--- src/rtl/banked_preg_alloc.sv ---
module banked_preg_alloc #(
  parameter int PAIRS = 6,
  parameter int BANK_REGS = 32,
  parameter logic [15:0] LFSR_SEED = 16'hACE1,
  localparam int LANES = 2 * PAIRS,
  localparam int IDX_W = $clog2(BANK_REGS),
  localparam int TAG_W = IDX_W + 1
) (
  input  logic                   clk,
  input  logic                   rst_n,
  input  logic                   alloc_req,
  input  logic [LANES-1:0]       free_valid,
  input  logic [LANES*TAG_W-1:0] free_tag,
  output logic                   stall,
  output logic                   grant_valid,
  output logic [LANES*TAG_W-1:0] grant_tag
);
  localparam int CW = $clog2(PAIRS + 1);

  logic [BANK_REGS-1:0] free_q [2];
  logic [BANK_REGS-1:0] take [2];
  logic [BANK_REGS-1:0] give [2];
  logic [IDX_W-1:0]     pick [2][PAIRS];
  logic [1:0]           short_b;
  logic [15:0]          lfsr_q;
  logic [TAG_W-1:0]     lane_tag [LANES];

  always_comb begin
    for (int b = 0; b < 2; b++) begin
      logic [CW-1:0] cnt;
      cnt = '0;
      for (int k = 0; k < PAIRS; k++) pick[b][k] = '0;
      for (int i = 0; i < BANK_REGS; i++) begin
        if (free_q[b][i] && cnt < CW'(PAIRS)) begin
          pick[b][cnt] = IDX_W'(i);
          cnt = cnt + CW'(1);
        end
      end
      short_b[b] = $countones(free_q[b]) < PAIRS;
    end
  end

  assign stall = |short_b;
  assign grant_valid = alloc_req & ~stall;

  always_comb begin
    for (int b = 0; b < 2; b++) begin
      take[b] = '0;
      give[b] = '0;
    end
    if (grant_valid)
      for (int k = 0; k < PAIRS; k++) begin
        take[0][pick[0][k]] = 1'b1;
        take[1][pick[1][k]] = 1'b1;
      end
    for (int j = 0; j < LANES; j++)
      if (free_valid[j])
        give[free_tag[j*TAG_W]][free_tag[j*TAG_W+1 +: IDX_W]] = 1'b1;
  end

  for (genvar k = 0; k < PAIRS; k++) begin : g_pair
    wire swap = lfsr_q[k % 16];
    assign lane_tag[2*k]   = swap ? {pick[1][k], 1'b1} : {pick[0][k], 1'b0};
    assign lane_tag[2*k+1] = swap ? {pick[0][k], 1'b0} : {pick[1][k], 1'b1};
  end

  for (genvar j = 0; j < LANES; j++) begin : g_lane
    assign grant_tag[j*TAG_W +: TAG_W] = lane_tag[j];

    assert_granted_taken_R6: assert property (@(posedge clk) disable iff (!rst_n)
      grant_valid |=> !free_q[$past(lane_tag[j][0])][$past(lane_tag[j][TAG_W-1:1])]);

    assert_free_was_busy_R7: assert property (@(posedge clk) disable iff (!rst_n)
      free_valid[j] |-> !free_q[free_tag[j*TAG_W]][free_tag[j*TAG_W+1 +: IDX_W]]);
  end

  always_ff @(posedge clk or negedge rst_n) begin
    if (!rst_n) begin
      free_q[0] <= '1;
      free_q[1] <= '1;
      lfsr_q <= LFSR_SEED;
    end else begin
      free_q[0] <= (free_q[0] & ~take[0]) | give[0];
      free_q[1] <= (free_q[1] & ~take[1]) | give[1];
      if (grant_valid)
        lfsr_q <= {lfsr_q[14:0], lfsr_q[15] ^ lfsr_q[14] ^ lfsr_q[12] ^ lfsr_q[3]};
    end
  end

  assert_idle_holds_state_R5: assert property (@(posedge clk) disable iff (!rst_n)
    (!grant_valid && !(|free_valid)) |=> ($stable(free_q[0]) && $stable(free_q[1])));

  assert_lfsr_holds_R8: assert property (@(posedge clk) disable iff (!rst_n)
    !grant_valid |=> $stable(lfsr_q));

  assert_lfsr_nonzero_R8: assert property (@(posedge clk) disable iff (!rst_n)
    lfsr_q != 16'h0);
endmodule

--- config.mk ---
export PLATFORM = sky130hd
export DESIGN_NAME = banked_preg_alloc
export DESIGN_NICKNAME = d
export VERILOG_FILES = /design/src/rtl/banked_preg_alloc.sv
export SDC_FILE = /design/constraint.sdc
export NUM_CORES = 2
export LEC_CHECK = 0
export CORE_UTILIZATION = 26
export CTS_CLUSTER_SIZE = 8
export DETAILED_ROUTE_END_ITERATION = 6
export DONT_BUFFER_PORTS = 1
export SLEW_MARGIN = 15
export SYNTH_ARGS = -nofsm -noshare
export SYNTH_HDL_FRONTEND = slang
export SYNTH_SLANG_ARGS = --single-unit
export TNS_END_PERCENT = 5
--- constraint.sdc ---
create_clock -name clk -period 25.1 [get_ports clk]
set_input_delay 1.255 -clock clk [delete_from_list [all_inputs] [get_ports clk]]
set_output_delay 1.255 -clock clk [all_outputs]
set_load 0.01 [all_outputs]
Yosys cells after proc, flatten, opt, wreduce, memory -nomap -nowiden
Cells that the tools add are included.
Operators by class
  add/subtract/negate cells: 122
  $lt $le $gt $ge: 260
  muxes and demuxes: 345
  bitwise gates (word level): 282
  reductions and logical operators: 161
Operators with widths (number)
  $mux 30: 60
  $demux 5 s3: 62
  $mux 64: 13
  $or 64x64->64: 11
  $demux 32 s1: 12
  $mux 32: 12
  $or 32x32->32: 12
  $and 18x18->18: 20
  $not 18->18: 20
  $or 18x18->18: 20
  $mux 5: 62
  $ge 4x4->1 const B: 62
  $lt 4x1->1 const B: 62
  $not 3->4: 61
  $and 12x12->12: 20
  $not 12->12: 20
  $or 12x12->12: 20
  $or 24x24->24: 10
  $not 24->24: 8
  $lt 3x3->1 const B: 61
  $add 3x1->3 const B: 59
  $mux 3: 59
  $logic_and 1x1->1: 160
  $and 24x24->24: 6
  30 further kinds: 258
Word-level totals
  register bits: 80
  output and inout port bits: 74

Longest topological paths before layout
  depth in word-level cells: 111
  depth in mapped cells: 120
  mapped depth without buffers: 109

Worst setup path after synthesis
No wires, ideal clock.
  kind: reg-to-output
  start point: register free_q[0] (netlist name)
  end point: output grant_tag[53]
  data arrival time: 22043 ps
  data required time: 23845 ps
  setup slack: 1802 ps
  cell stages (with the launch flop): 114
  buffers on the path: 13
  cells stage by stage: dfstp_2 -> inv_1 -> ha_1 -> and4b_1 -> buf_2 -> nor2_2 -> xnor2_1 -> inv_2 -> ha_1 -> o311a_1 -> buf_2 -> a41o_1 -> a311o_2 -> inv_2 -> ha_1 -> nand2_1 -> or3b_2 -> o22ai_1 -> (+78 left out) -> mux2i_1 -> nor2_1 -> inv_1 -> ha_1 -> and2_1 -> nand3_1 -> a21oi_1 -> a221oi_1 -> o211ai_1 -> or2_1 -> buf_2 -> a2111oi_2 -> a211oi_2 -> o32a_1 -> clkbuf_1 -> nand2_1 -> nor3_1 -> a31oi_1
On the way
  cells in the longest elaborated chain, start to end: 99
  elaborated cells on any way between the ends: 378
  classes of those cells: add/sub: 30; order compare: 91; mux: 122; bitwise: 74; reduce/logical: 61
RTL lines
  from (decl): line 20  | logic [BANK_REGS-1:0] free_q [2];
  $mux 1 (*): line 34  | if (free_q[b][i] && cnt < CW'(PAIRS)) begin
  $lt 3x3->1: line 34
  $logic_and 1x1->1: line 34
  $mux 3 (*): line 34
  $lt 3x3->1: line 34
  $logic_and 1x1->1: line 34
  $mux 3: line 34
  $lt 3x3->1: line 34
  (+83 left out)
  $not 3->4 (implied by the code): line 35  | pick[b][cnt] = IDX_W'(i);
  $ge 4x4->1 (implied by the code) / $lt 4x1->1 (equally long branches): line 35
  $logic_and 1x1->1 (implied by the code): line 35
  $mux 5 (implied by the code): line 35
  $demux 5 s3: line 35
  $or 30x30->30 (no source line)
  $mux 30 (*): line 34
  $mux 6 (*): line 63  | assign lane_tag[2*k] = swap ? {pick[1][k], 1'b1} : {pick[0][k], 1'b0};
  to (decl): line 16  | output logic [LANES*TAG_W-1:0] grant_tag
Mark *: on every way between the ends. The rest lies on a longest branch, timed or not.

Worst setup path in the final report
  start point: register free_q[32] (netlist name)
  end point: output grant_tag[35]
On the way
  cells in the longest elaborated chain, start to end: 99
  elaborated cells on any way between the ends: 378
  classes of those cells: add/sub: 30; order compare: 91; mux: 122; bitwise: 74; reduce/logical: 61
RTL lines
  $mux 1 (*): line 34
  $lt 1x3->1: line 34
  $logic_and 1x1->1: line 34
  $mux 2 (*): line 34
  $lt 3x3->1: line 34
  $logic_and 1x1->1: line 34
  $mux 3: line 34
  $lt 3x3->1: line 34
  (+83 left out)
  $not 3->4 (implied by the code): line 35
  $ge 4x4->1 (implied by the code) / $lt 4x1->1 (equally long branches): line 35
  $logic_and 1x1->1 (implied by the code): line 35
  $mux 5 (implied by the code): line 35
  $demux 5 s3: line 35
  $or 30x30->30 (no source line)
  $mux 30 (*): line 34
  $mux 6 (*): line 64  | assign lane_tag[2*k+1] = swap ? {pick[0][k], 1'b0} : {pick[1][k], 1'b1};
Marks and branches as above.

==> flow_summary_export.csv <==
group,metric,value,unit
die,pin_count,161,
place,dp_cells,7048,
timing,relSlewSlack,10.43,%
routing,drc_errors,12,
routing,ant_nets,0,
setup_path,cp.buffers_inverters,13,
final_layout,final_common_cell,"nand2_1",
routing,drtPass1Iterations,7,
clock_network,cts_root_buf,"clkbuf_16",
timing,setup_viol,0,
grt,grt_max_degree,81,
clock_network,htree_levels,3,
yosys,seq_area_frac_synth,6.080,%
final_layout,final_util,30.00,%
clock_network,insertion_delay,0.40,ns
timing,fmax,41.43,MHz
routing,routed_wl,217.2,mm
routing,via_per_inst,6.765,
final_layout,final_cell_mix,"nand2_1, nor2_1, buf_4",
routing,wl_per_cell,30.50,um
die,die_w,365.8,um
timing,worst-slew-pin-transition,1.336,ns
die,initial_core_util,26.21,%
setup_path,crit_top_cell,"ha_1",
grt,grt_pass1_vias,43220,
timing,finClkSkew,0.01211,ns
yosys,syn-num-nets,5454,
yosys,synth-edff-count,0,
setup_path,path_max_fanout,11,
die,die_h,365.8,um
yosys,async_flop_share,100.0,%
setup_path,crit_family,"simple AND/OR/NAND/NOR gates",
grt,grt_pass1_wl,305.5,mm
die,rows,133,
hold_path,hp-class,"register to register",
setup_path,crit_arrival,22.88,ns
grt,grt_overflow,0,
clock_network,cts_tree,"built",
final_layout,area_growth,14.48,%
setup_path,worstPathRequired,23.84,ns
setup_path,cpMaxStageDelayCell,"dfstp_2",
setup_path,slowest_delay,0.62,ns
timing,fin_crit_sh,96.16,%
yosys,yosys_register_bits,80,
yosys,netlist-cell-type-count,163,
clock_network,clk_pin_slew,0.08,ns
clock_network,numCtsBuffers,9,
clock_network,cts_hold_buffers,0,
status,outcome,"finished with violations",
grt,grt_antenna_before_repair,3,
place,dp_slack,-0.3282,ns
routing,drtIter0Drc,7295,
place,place_area,37760,sq um
place,port_buffers,0,
clock_network,clockBufferDepth,2,
routing,vias,48170,
timing,layout_min_cycle_time,24.14,ns
yosys,synth_cells,5261,
place,post-dp-hpwl,174.4,mm
die,dieArea,133800,sq um
run,cap_violations,0,
place,gp_congestion,1.139,
grt,grt_use_total,30.32,%
yosys,syn_avg_cell_area,6.540,sq um
timing,worst_slack,0.9649,ns
final_layout,fin_cells,7120,
timing,report.final.slew_viol_count,0,
die,core,131300,sq um
setup_path,startpoint_type,"register",
final_layout,nNetsFinal,5549,
final_layout,n_fill_cell,14500,
setup_path,crit_type,"register to primary output",
yosys,yosys_warnings,0,
final_layout,design_area,39390,sq um
setup_path,cp-end-kind,"primary output",
final_layout,drive_gt1_share,16.60,%
yosys,syn_area,34410,sq um
timing,finalHoldViolations,0,
status,violations,"design-rule violations",
yosys,synth_ff_type,"dfstp_2",
clock_network,cts_sinks,80,
## per-stage QoR
| step | setup TNS (ns) | hold slack [ns] |
|---|---|---|
| 5_1_grt | -5.795 | 0.4757 |
| 3_5_place_dp | -2.422 | 0.4501 |
| 2_1_floorplan | 0 | 0.4346 |
| 3_3_place_gp | 0 | 0.4469 |
| 4_1_cts | 0 | 0.4625 |
| 6_report | 0 | 0.4575 |
## cells in the mapped netlist, drive strengths merged (43+ instances only)
cell    instances  area, sq um
a211oi         79        670.7
a21oi         304         1574
a221oi         69        623.1
a22oi          59        452.9
a31oi          89        645.6
and2           71        444.2
and3           66        422.9
buf            80        465.5
clkbuf        188        706.9
dfstp          72         1892
fa             50         1001
ha             56        700.7
inv           194        730.7
mux2i          56        618.1
nand2         617         2323
nand2b         82        513.0
nand3         274         1391
nand4          98        634.4
nor2          592         2270
nor2b          65        409.1
nor3          247         1330
nor4           97        668.1
o211ai         79        638.1
o21a           43        324.1
o21ai         330         1712
o221ai         80        754.5
o22ai         259         1664
o31ai          79        669.4
or2            49        306.5
or3            73        471.7
xnor2          54        555.5
## metal layers
layer  vias to the layer above  wire length, um  track usage (%)
li1                      20760                -                -
met4                         6            11430            12.96
met1                     23350            86370            39.37
met3                       629            26520            8.703
met5                         -               53                0
met2                      3423            92790            46.42
## worst reg2reg max path, delay by kind of cell, from the launching register on
family | cells | cell delay [ns]
AO/OA/AOI/OAI | 28 | 6.45
XOR/XNOR | 3 | 0.61
adder cells (fa/ha/maj) | 12 | 3.27
buffers and inverters | 12 | 1.70
flip-flops | 1 | 0.62
multiplexers | 3 | 0.81
AND/OR/NAND/NOR | 40 | 9.53
## cells by family after synthesis
logic type | share of synthesized area (%)
compound gates | 41.96
mux | 2.386
buf+inv | 5.640
fa+ha+maj | 5.211
simple gates | 36.59
flops | 6.080
xor+xnor | 2.131
## worst paths after layout
kind                            slack, ns  cells after the start                    from                      to
min in group asynchronous            0.54                      0                   rst_n  lfsr_q[14]$_DFFE_PN0P_
max in group asynchronous           24.21                      0                   rst_n     free_q[1]$_DFF_PN1_
worst min register to register       0.46                      2  lfsr_q[10]$_DFFE_PN1P_  lfsr_q[11]$_DFFE_PN1P_
worst max register to register       1.92                     98    free_q[32]$_DFF_PN1_    free_q[55]$_DFF_PN1_
worst max-delay path                 0.96                    101    free_q[32]$_DFF_PN1_           grant_tag[35]
worst min-delay path                 0.46                      2  lfsr_q[10]$_DFFE_PN1P_  lfsr_q[11]$_DFFE_PN1P_
## what timing repair did
action / in CTS / in global routing
hold endpoints to repair: 0 / 0
resized for setup: 23 / 166
setup endpoints to repair: 60 / 123
cloned: 0 / 1
setup buffers: 2 / 47
pin swaps: 3 / 33
## flip-flops by register name, summed over array words and instances (netlist names)
register / cells
lfsr_q: 16
free_q: 64
## layout make-up
type | count | area [sq um] | share of cell area (%)
Antenna cell | 4 | 10.01 | 0.02541
Clock buffer | 9 | 225.2 | 0.5718
Clock inverter | 7 | 62.56 | 0.1588
Inverter | 204 | 768.2 | 1.950
Multi-Input combinational cell | 4710 | 31400 | 79.71
Sequential cell | 80 | 2100 | 5.330
Tap cell | 1755 | 2196 | 5.575
Timing Repair Buffer | 351 | 2633 | 6.683
Power is not shown: default switching activity piles up to over one toggle a cycle in this logic, so the estimate is an artifact.
